File: config.mk
export PLATFORM = sky130hd
export DESIGN_NAME = mac_engine
export DESIGN_NICKNAME = d
export VERILOG_FILES = /design/src/rtl/mac_pkg.sv /design/src/rtl/mac_operand_prep.sv /design/src/rtl/mac_shift_add.sv /design/src/rtl/mac_finish.sv /design/src/rtl/mac_engine.sv
export SDC_FILE = /design/constraint.sdc
export NUM_CORES = 1
export LEC_CHECK = 0
export ABC_AREA = 1
export ABC_CLOCK_PERIOD_IN_PS = 4200
export BUFFER_PORTS_ARGS = -buffer_cell sky130_fd_sc_hd__clkbuf_2
export CAP_MARGIN = 10
export CORE_UTILIZATION = 45
export DETAILED_ROUTE_END_ITERATION = 10
export HOLD_SLACK_MARGIN = 0.03
export PLACE_DENSITY_LB_ADDON = 0.1
export SLEW_MARGIN = 10
export SYNTH_ARGS = -nofsm -noshare
export SYNTH_HDL_FRONTEND = slang
export SYNTH_HIERARCHICAL = 1
export SYNTH_SLANG_ARGS = --single-unit
File: constraint.sdc
create_clock -name clk -period 4.2 [get_ports clk]
set_clock_uncertainty 0.05 [all_clocks]
set_input_delay 0.21 -clock clk [delete_from_list [all_inputs] [get_ports clk]]
set_output_delay 0.21 -clock clk [all_outputs]
set_load 0.03 [all_outputs]
File: src/rtl/mac_pkg.sv
package mac_pkg;

    typedef enum logic [2:0] {
        OP_MUL   = 3'd0,
        OP_MLA   = 3'd1,
        OP_UMULL = 3'd2,
        OP_UMLAL = 3'd3,
        OP_SMULL = 3'd4,
        OP_SMLAL = 3'd5
    } mac_op_e;

    typedef enum logic [2:0] {
        ST_IDLE,
        ST_PREP,
        ST_ITER,
        ST_FINISH,
        ST_DONE
    } mac_state_e;

    function automatic logic op_is_long(input logic [2:0] code);
        return (code == OP_UMULL) || (code == OP_UMLAL) ||
               (code == OP_SMULL) || (code == OP_SMLAL);
    endfunction

    function automatic logic op_is_signed(input logic [2:0] code);
        return (code == OP_SMULL) || (code == OP_SMLAL);
    endfunction

    function automatic logic op_is_accum(input logic [2:0] code);
        return (code == OP_MLA) || (code == OP_UMLAL) || (code == OP_SMLAL);
    endfunction

endpackage

File: src/rtl/mac_operand_prep.sv
module mac_operand_prep #(
    parameter int DATA_W = 32
) (
    input  logic              signed_mode,
    input  logic [DATA_W-1:0] a_in,
    input  logic [DATA_W-1:0] b_in,
    output logic [DATA_W-1:0] a_mag,
    output logic [DATA_W-1:0] b_mag,
    output logic              negate
);
    logic a_neg;
    logic b_neg;

    always_comb begin
        a_neg  = signed_mode & a_in[DATA_W-1];
        b_neg  = signed_mode & b_in[DATA_W-1];
        a_mag  = a_neg ? (~a_in + 1'b1) : a_in;
        b_mag  = b_neg ? (~b_in + 1'b1) : b_in;
        negate = a_neg ^ b_neg;
    end
endmodule

File: src/rtl/mac_shift_add.sv
module mac_shift_add #(
    parameter int DATA_W = 32
) (
    input  logic                clk,
    input  logic                rst_n,
    input  logic                load,
    input  logic                step,
    input  logic [DATA_W-1:0]   mcand,
    input  logic [DATA_W-1:0]   mplier,
    output logic [2*DATA_W-1:0] prod
);
    localparam int PROD_W = 2 * DATA_W;

    logic [PROD_W-1:0] mc_q;
    logic [DATA_W-1:0] mp_q;
    logic [PROD_W-1:0] prod_q;

    always_ff @(posedge clk or negedge rst_n) begin
        if (!rst_n) begin
            mc_q   <= '0;
            mp_q   <= '0;
            prod_q <= '0;
        end else if (load) begin
            mc_q   <= {{DATA_W{1'b0}}, mcand};
            mp_q   <= mplier;
            prod_q <= '0;
        end else if (step) begin
            if (mp_q[0]) begin
                prod_q <= prod_q + mc_q;
            end
            mc_q <= mc_q << 1;
            mp_q <= mp_q >> 1;
        end
    end

    assign prod = prod_q;
endmodule

File: src/rtl/mac_finish.sv
module mac_finish #(
    parameter int DATA_W = 32
) (
    input  logic [2*DATA_W-1:0] prod,
    input  logic                negate,
    input  logic                long_form,
    input  logic                accum,
    input  logic [DATA_W-1:0]   add_hi,
    input  logic [DATA_W-1:0]   add_lo,
    output logic [2*DATA_W-1:0] result
);
    localparam int PROD_W = 2 * DATA_W;

    logic [PROD_W-1:0] signed_prod;
    logic [PROD_W-1:0] addend;
    logic [PROD_W-1:0] total;

    always_comb begin
        signed_prod = negate ? (~prod + 1'b1) : prod;
        if (!accum) begin
            addend = '0;
        end else if (long_form) begin
            addend = {add_hi, add_lo};
        end else begin
            addend = {{DATA_W{1'b0}}, add_lo};
        end
        total = signed_prod + addend;
        if (long_form) begin
            result = total;
        end else begin
            result = {{DATA_W{1'b0}}, total[DATA_W-1:0]};
        end
    end
endmodule

File: src/rtl/mac_engine.sv
module mac_engine #(
    parameter int DATA_W = 32
) (
    input  logic              clk,
    input  logic              rst_n,
    input  logic              start,
    input  logic [2:0]        op,
    input  logic [DATA_W-1:0] opa,
    input  logic [DATA_W-1:0] opb,
    input  logic [DATA_W-1:0] acc_hi,
    input  logic [DATA_W-1:0] acc_lo,
    output logic              busy,
    output logic              done,
    output logic [DATA_W-1:0] res_hi,
    output logic [DATA_W-1:0] res_lo
);
    import mac_pkg::*;

    localparam int PROD_W = 2 * DATA_W;
    localparam int CNT_W  = $clog2(DATA_W);
    localparam logic [CNT_W-1:0] LAST_STEP = CNT_W'(DATA_W - 1);

    mac_state_e        state_q, state_d;
    logic [CNT_W-1:0]  cnt_q;
    logic [2:0]        op_q;
    logic [DATA_W-1:0] a_q, b_q, hi_q, lo_q;
    logic [PROD_W-1:0] res_q;

    logic              accept;
    logic              load;
    logic              step;
    logic [DATA_W-1:0] a_mag, b_mag;
    logic              negate;
    logic [PROD_W-1:0] prod;
    logic [PROD_W-1:0] fin_res;

    assign accept = start && !busy;

    // State register, step counter and input latches
    always_ff @(posedge clk or negedge rst_n) begin
        if (!rst_n) begin
            state_q <= ST_IDLE;
            cnt_q   <= '0;
            op_q    <= '0;
            a_q     <= '0;
            b_q     <= '0;
            hi_q    <= '0;
            lo_q    <= '0;
        end else begin
            state_q <= state_d;
            if (accept) begin
                op_q <= op;
                a_q  <= opa;
                b_q  <= opb;
                hi_q <= acc_hi;
                lo_q <= acc_lo;
            end
            if (load) begin
                cnt_q <= '0;
            end else if (step) begin
                cnt_q <= cnt_q + 1'b1;
            end
        end
    end

    // Result register, written once per operation
    always_ff @(posedge clk or negedge rst_n) begin
        if (!rst_n) begin
            res_q <= '0;
        end else if (state_q == ST_FINISH) begin
            res_q <= fin_res;
        end
    end

    // Next-state logic
    always_comb begin
        state_d = state_q;
        unique case (state_q)
            ST_IDLE:   if (start) state_d = ST_PREP;
            ST_PREP:   state_d = ST_ITER;
            ST_ITER:   if (cnt_q == LAST_STEP) state_d = ST_FINISH;
            ST_FINISH: state_d = ST_DONE;
            ST_DONE:   state_d = start ? ST_PREP : ST_IDLE;
            default:   state_d = ST_IDLE;
        endcase
    end

    // Outputs and datapath controls
    always_comb begin
        busy = 1'b0;
        done = 1'b0;
        load = 1'b0;
        step = 1'b0;
        unique case (state_q)
            ST_IDLE:   ;
            ST_PREP:   begin busy = 1'b1; load = 1'b1; end
            ST_ITER:   begin busy = 1'b1; step = 1'b1; end
            ST_FINISH: busy = 1'b1;
            ST_DONE:   done = 1'b1;
            default:   ;
        endcase
    end

    mac_operand_prep #(.DATA_W(DATA_W)) i_prep (
        .signed_mode (op_is_signed(op_q)),
        .a_in        (a_q),
        .b_in        (b_q),
        .a_mag       (a_mag),
        .b_mag       (b_mag),
        .negate      (negate)
    );

    mac_shift_add #(.DATA_W(DATA_W)) i_engine (
        .clk    (clk),
        .rst_n  (rst_n),
        .load   (load),
        .step   (step),
        .mcand  (a_mag),
        .mplier (b_mag),
        .prod   (prod)
    );

    mac_finish #(.DATA_W(DATA_W)) i_finish (
        .prod      (prod),
        .negate    (negate),
        .long_form (op_is_long(op_q)),
        .accum     (op_is_accum(op_q)),
        .add_hi    (hi_q),
        .add_lo    (lo_q),
        .result    (fin_res)
    );

    assign res_hi = res_q[PROD_W-1:DATA_W];
    assign res_lo = res_q[DATA_W-1:0];
endmodule

==> flow_metrics.env <==
export IMPL_outcome="completed"
export IMPL_fmax_mhz=254.3
export IMPL_p_comb_frac=0.584
export IMPL_hold_viol=0
export IMPL_diodes=0
export IMPL_required_ps=4680
export IMPL_clockBufferDepth=3
export IMPL_start_util=0.4564
export IMPL_wl_um=105200
export IMPL_gr_total_overflow=0
export IMPL_synth_cell_types=52
export IMPL_grt_usage=0.3026
export IMPL_netlist_area_mm2=0.03081
export IMPL_intPower_uw=11840
export IMPL_setup_viol=0
export IMPL_syn_area_per_cell_um2=6.024
export IMPL_grt_max_degree=91
export IMPL_cp_cell_sequence="inv_1 > ha_2 > nand2_2 > nor2_4 > nand2_2 > nor2_2 > nand2_1 > o31ai_2 > xor2_1 > ha_1 > nand2_1 > nor2_1 > nand2_1 > inv_1 > nand3_1 > nand2_1 > nand2_1 > nand3_1 > nand2_1 > nor2_1 > nand2_1 > nand2_1"
export IMPL_power_density_mw_per_mm2=691.5
export IMPL_maxCapViolations=0
export IMPL_period_needed_ps=3932
export IMPL_busiest_layer="met2"
export IMPL_ctsRootBufferMaster="clkbuf_16"
export IMPL_leakagePower_uw=0.02134
export IMPL_drt_first_pass_iters=7
export IMPL_yosys_warnings=6
export IMPL_grt_util_met2=0.5149
export IMPL_ys_flop_type="dfrtp_1"
export IMPL_dp_hpwl_um=84300
export IMPL_slowest_stage="dfrtp_1"
export IMPL_worstMarginPinSlew_ps=1006
export IMPL_syn_nets=5382
export IMPL_crit_buf_inv=2
export IMPL_synth_area_leaders="dfrtp_1 (29%), nand2_1 (26%), inv_1 (10%), nand3_1 (5.7%), nor2_1 (5.6%)"
export IMPL_cts_sinks=363
export IMPL_fin_crit_sh=0.9363
export IMPL_die_area_mm2=0.06952
export IMPL_use_met3=0.02703
export IMPL_crit_type="reg2reg"
export IMPL_remaining_drc_errors=0
export IMPL_via_per_inst=4.946
export IMPL_critical_path_top_delay_family="simple AND/OR/NAND/NOR gates"
export IMPL_cts_buffers=45
export IMPL_coreArea_mm2=0.06751
export IMPL_drt_iter0_markers=2357
export IMPL_synthArstFlopShare=1.000
export IMPL_htree_levels=2
export IMPL_startpoint="i_engine/prod[0]$_DFFE_PN0P_"
export IMPL_fin_nets=5685
export IMPL_slew_viol_final=0
export IMPL_dp_cells=6107
export IMPL_met1_usage=0.4033
export IMPL_yosysSeqAreaShare=0.2948
export IMPL_hold_path_class="in2async"
export IMPL_crit_path_frequent_cell="nand2_1"
export IMPL_worst_setup_path_start_kind="flip-flop"
export IMPL_wl_per_cell_um=16.63
export IMPL_slew_limit_headroom=0.3250
export IMPL_final_cells=6324
export IMPL_reg2regPathDepth=22
export IMPL_worstPathArrival_ps=4410
export IMPL_clock_latency_ps=610
export IMPL_critical_path_max_stage_delay_ps=460
export IMPL_portBuffers=199
export IMPL_synth_top_area_frac=0.2948
export IMPL_synth_edf_count=0
export IMPL_grt_pass1_vias=29987
export IMPL_dieWidth_um=263.7
export IMPL_pwr_share_seq=0.247
export IMPL_fin_util=0.5285
export IMPL_antenna_found_initial=0
export IMPL_die_h_um=263.7
export IMPL_switchingPower_uw=12830
export IMPL_cts_tree="yes"
export IMPL_irDropWorstVdd_mv=0.5625
export IMPL_cp_num_cells=22
export IMPL_syn_instance_count=5115
export IMPL_ys_ff_latch=363
export IMPL_drive_gt1_frac=0.09393
export IMPL_syn_to_final_growth_pct=15.80
export IMPL_gp_congestion=0.9972
export IMPL_antenna_left=0
export IMPL_pwr_share_clk=0.169
export IMPL_timing_rr_start="i_engine/prod[0]$_DFFE_PN0P_"
export IMPL_num_vias=31280
export IMPL_synth_top_area_cell="dfrtp_1"
export IMPL_endpoint_kind="flip-flop"
export IMPL_clk_pin_slew_worst_paths_ps=60
export IMPL_worstPathMaxFanout=5
export IMPL_grt_pass1_wl_um=165200
export IMPL_p_sw_frac=0.5202
export IMPL_ios=200
export IMPL_rows=95
==> cell usage after synthesis (all sizes together) (8+ instances only) <==
| cell type | number |
|---|---|
| nand2 | 2200 |
| inv | 874 |
| nor2 | 527 |
| dfrtp | 363 |
| nand3 | 359 |
| a21oi | 140 |
| ha | 131 |
| o21ai | 95 |
| xor2 | 92 |
| buf | 80 |
| o221ai | 50 |
| clkbuf | 45 |
| nor3 | 37 |
| xnor2 | 34 |
| nand4 | 28 |
| o31ai | 9 |
| o22ai | 8 |
| or2 | 8 |
==> final timing paths <==
check | endpoint | slack (ps)
min in group clk | lo_q[10]$_DFFE_PN0P_ | 180
max in group asynchronous | b_q[6]$_DFFE_PN0P_ | 2900
worst min-delay path | res_q[6]$_DFFE_PN0P_ | 150
worst min register to register | hi_q[30]$_DFFE_PN0P_ | 420
worst max-delay path | res_q[57]$_DFFE_PN0P_ | 270
worst max register to register | res_q[57]$_DFFE_PN0P_ | 270
==> per-stage QoR <==
step	hold WS (ps)	setup slack, ps	setup TNS (ps)	area (µm²)	total power [µW]
detailed placement	226.2	54.77	0	32720	20280
global placement	213.7	160.3	0	32720	20280
CTS	136.9	19.77	0	35620	24680
global route	197.3	-9.913	-14.27	35680	26720
finish	145.7	267.5	0	35680	24670
floorplan	-135.6	338.6	0	30810	15940
==> power by group through the flow <==
stage	logic [µW]	clock network [µW]	registers [µW]
after CTS	14300	4270	6070
final	14400	4180	6090
after detailed placement	14200	0	6120
after global placement	14200	0	6110
after floorplan	9840	0	6100
after global routing	16100	4390	6250
==> logic make-up (layout without fill, tap and decap cells) <==
family	count (synthesis)	count (layout)	share of synthesized area
AND/OR/NAND/NOR	3169	3169	0.4235
buffers and inverters	1000	1336	0.1282
flip-flops	363	363	0.2948
AO/OA/AOI/OAI	324	324	0.06319
adder cells (fa/ha/maj)	133	133	0.05450
XOR/XNOR	126	126	0.03582
==> routing by layer <==
metal  share of wire  wire, µm
met1            0.45     47420
met2            0.47     48960
met3           0.050      5263
met4           0.033      3509
met5               0         0
==> placed cells by master, fill, tap and decap left out, drive strengths merged <==
cell and n:
nand2 2200, inv 873, nor2 527, dfrtp 363, nand3 359, clkbuf 258, a21oi 140, dlygate4sd3 132
ha 131, o21ai 95, xor2 92, buf 52, o221ai 50, nor3 37, xnor2 34, nand4 28
o31ai 9, or2 8, o22ai 8, clkinv 8, clkinvlp 7, bufinv 6, a22oi 5, o21bai 5
and2 4, nor4 4, a31oi 3, o211ai 2, a32o 2, fa 2, nand3b 2, a21o 2
a21boi 1, a22o 1, a41oi 1
==> cell type report <==
class                           instances  area, µm²
Clock buffer                           61       1286
Clock inverter                         19      296.5
Fill cell                            7144      31840
Inverter                              875       3293
Multi-Input combinational cell       3752      17830
Sequential cell                       363       9084
Tap cell                              873       1092
Timing Repair Buffer                  381       2793
==> state kept, by name, summed over array words and instances (netlist names) <==
signal,cells
a_q,32
b_q,32
cnt_q,5
hi_q,32
i_engine/mc_q,64
i_engine/mp_q,32
i_engine/prod,64
lo_q,32
op_q,3
res_q,64
state_q,3
==> timing repair <==
item	4_1_cts	5_1_grt
gates resized for setup	0	6
setup buffers	0	5
hold buffers	132	0
endpoints found under the setup margin	0	31
hold endpoints to repair	216	0
No activity file was read; power rests on OpenSTA's default activity.
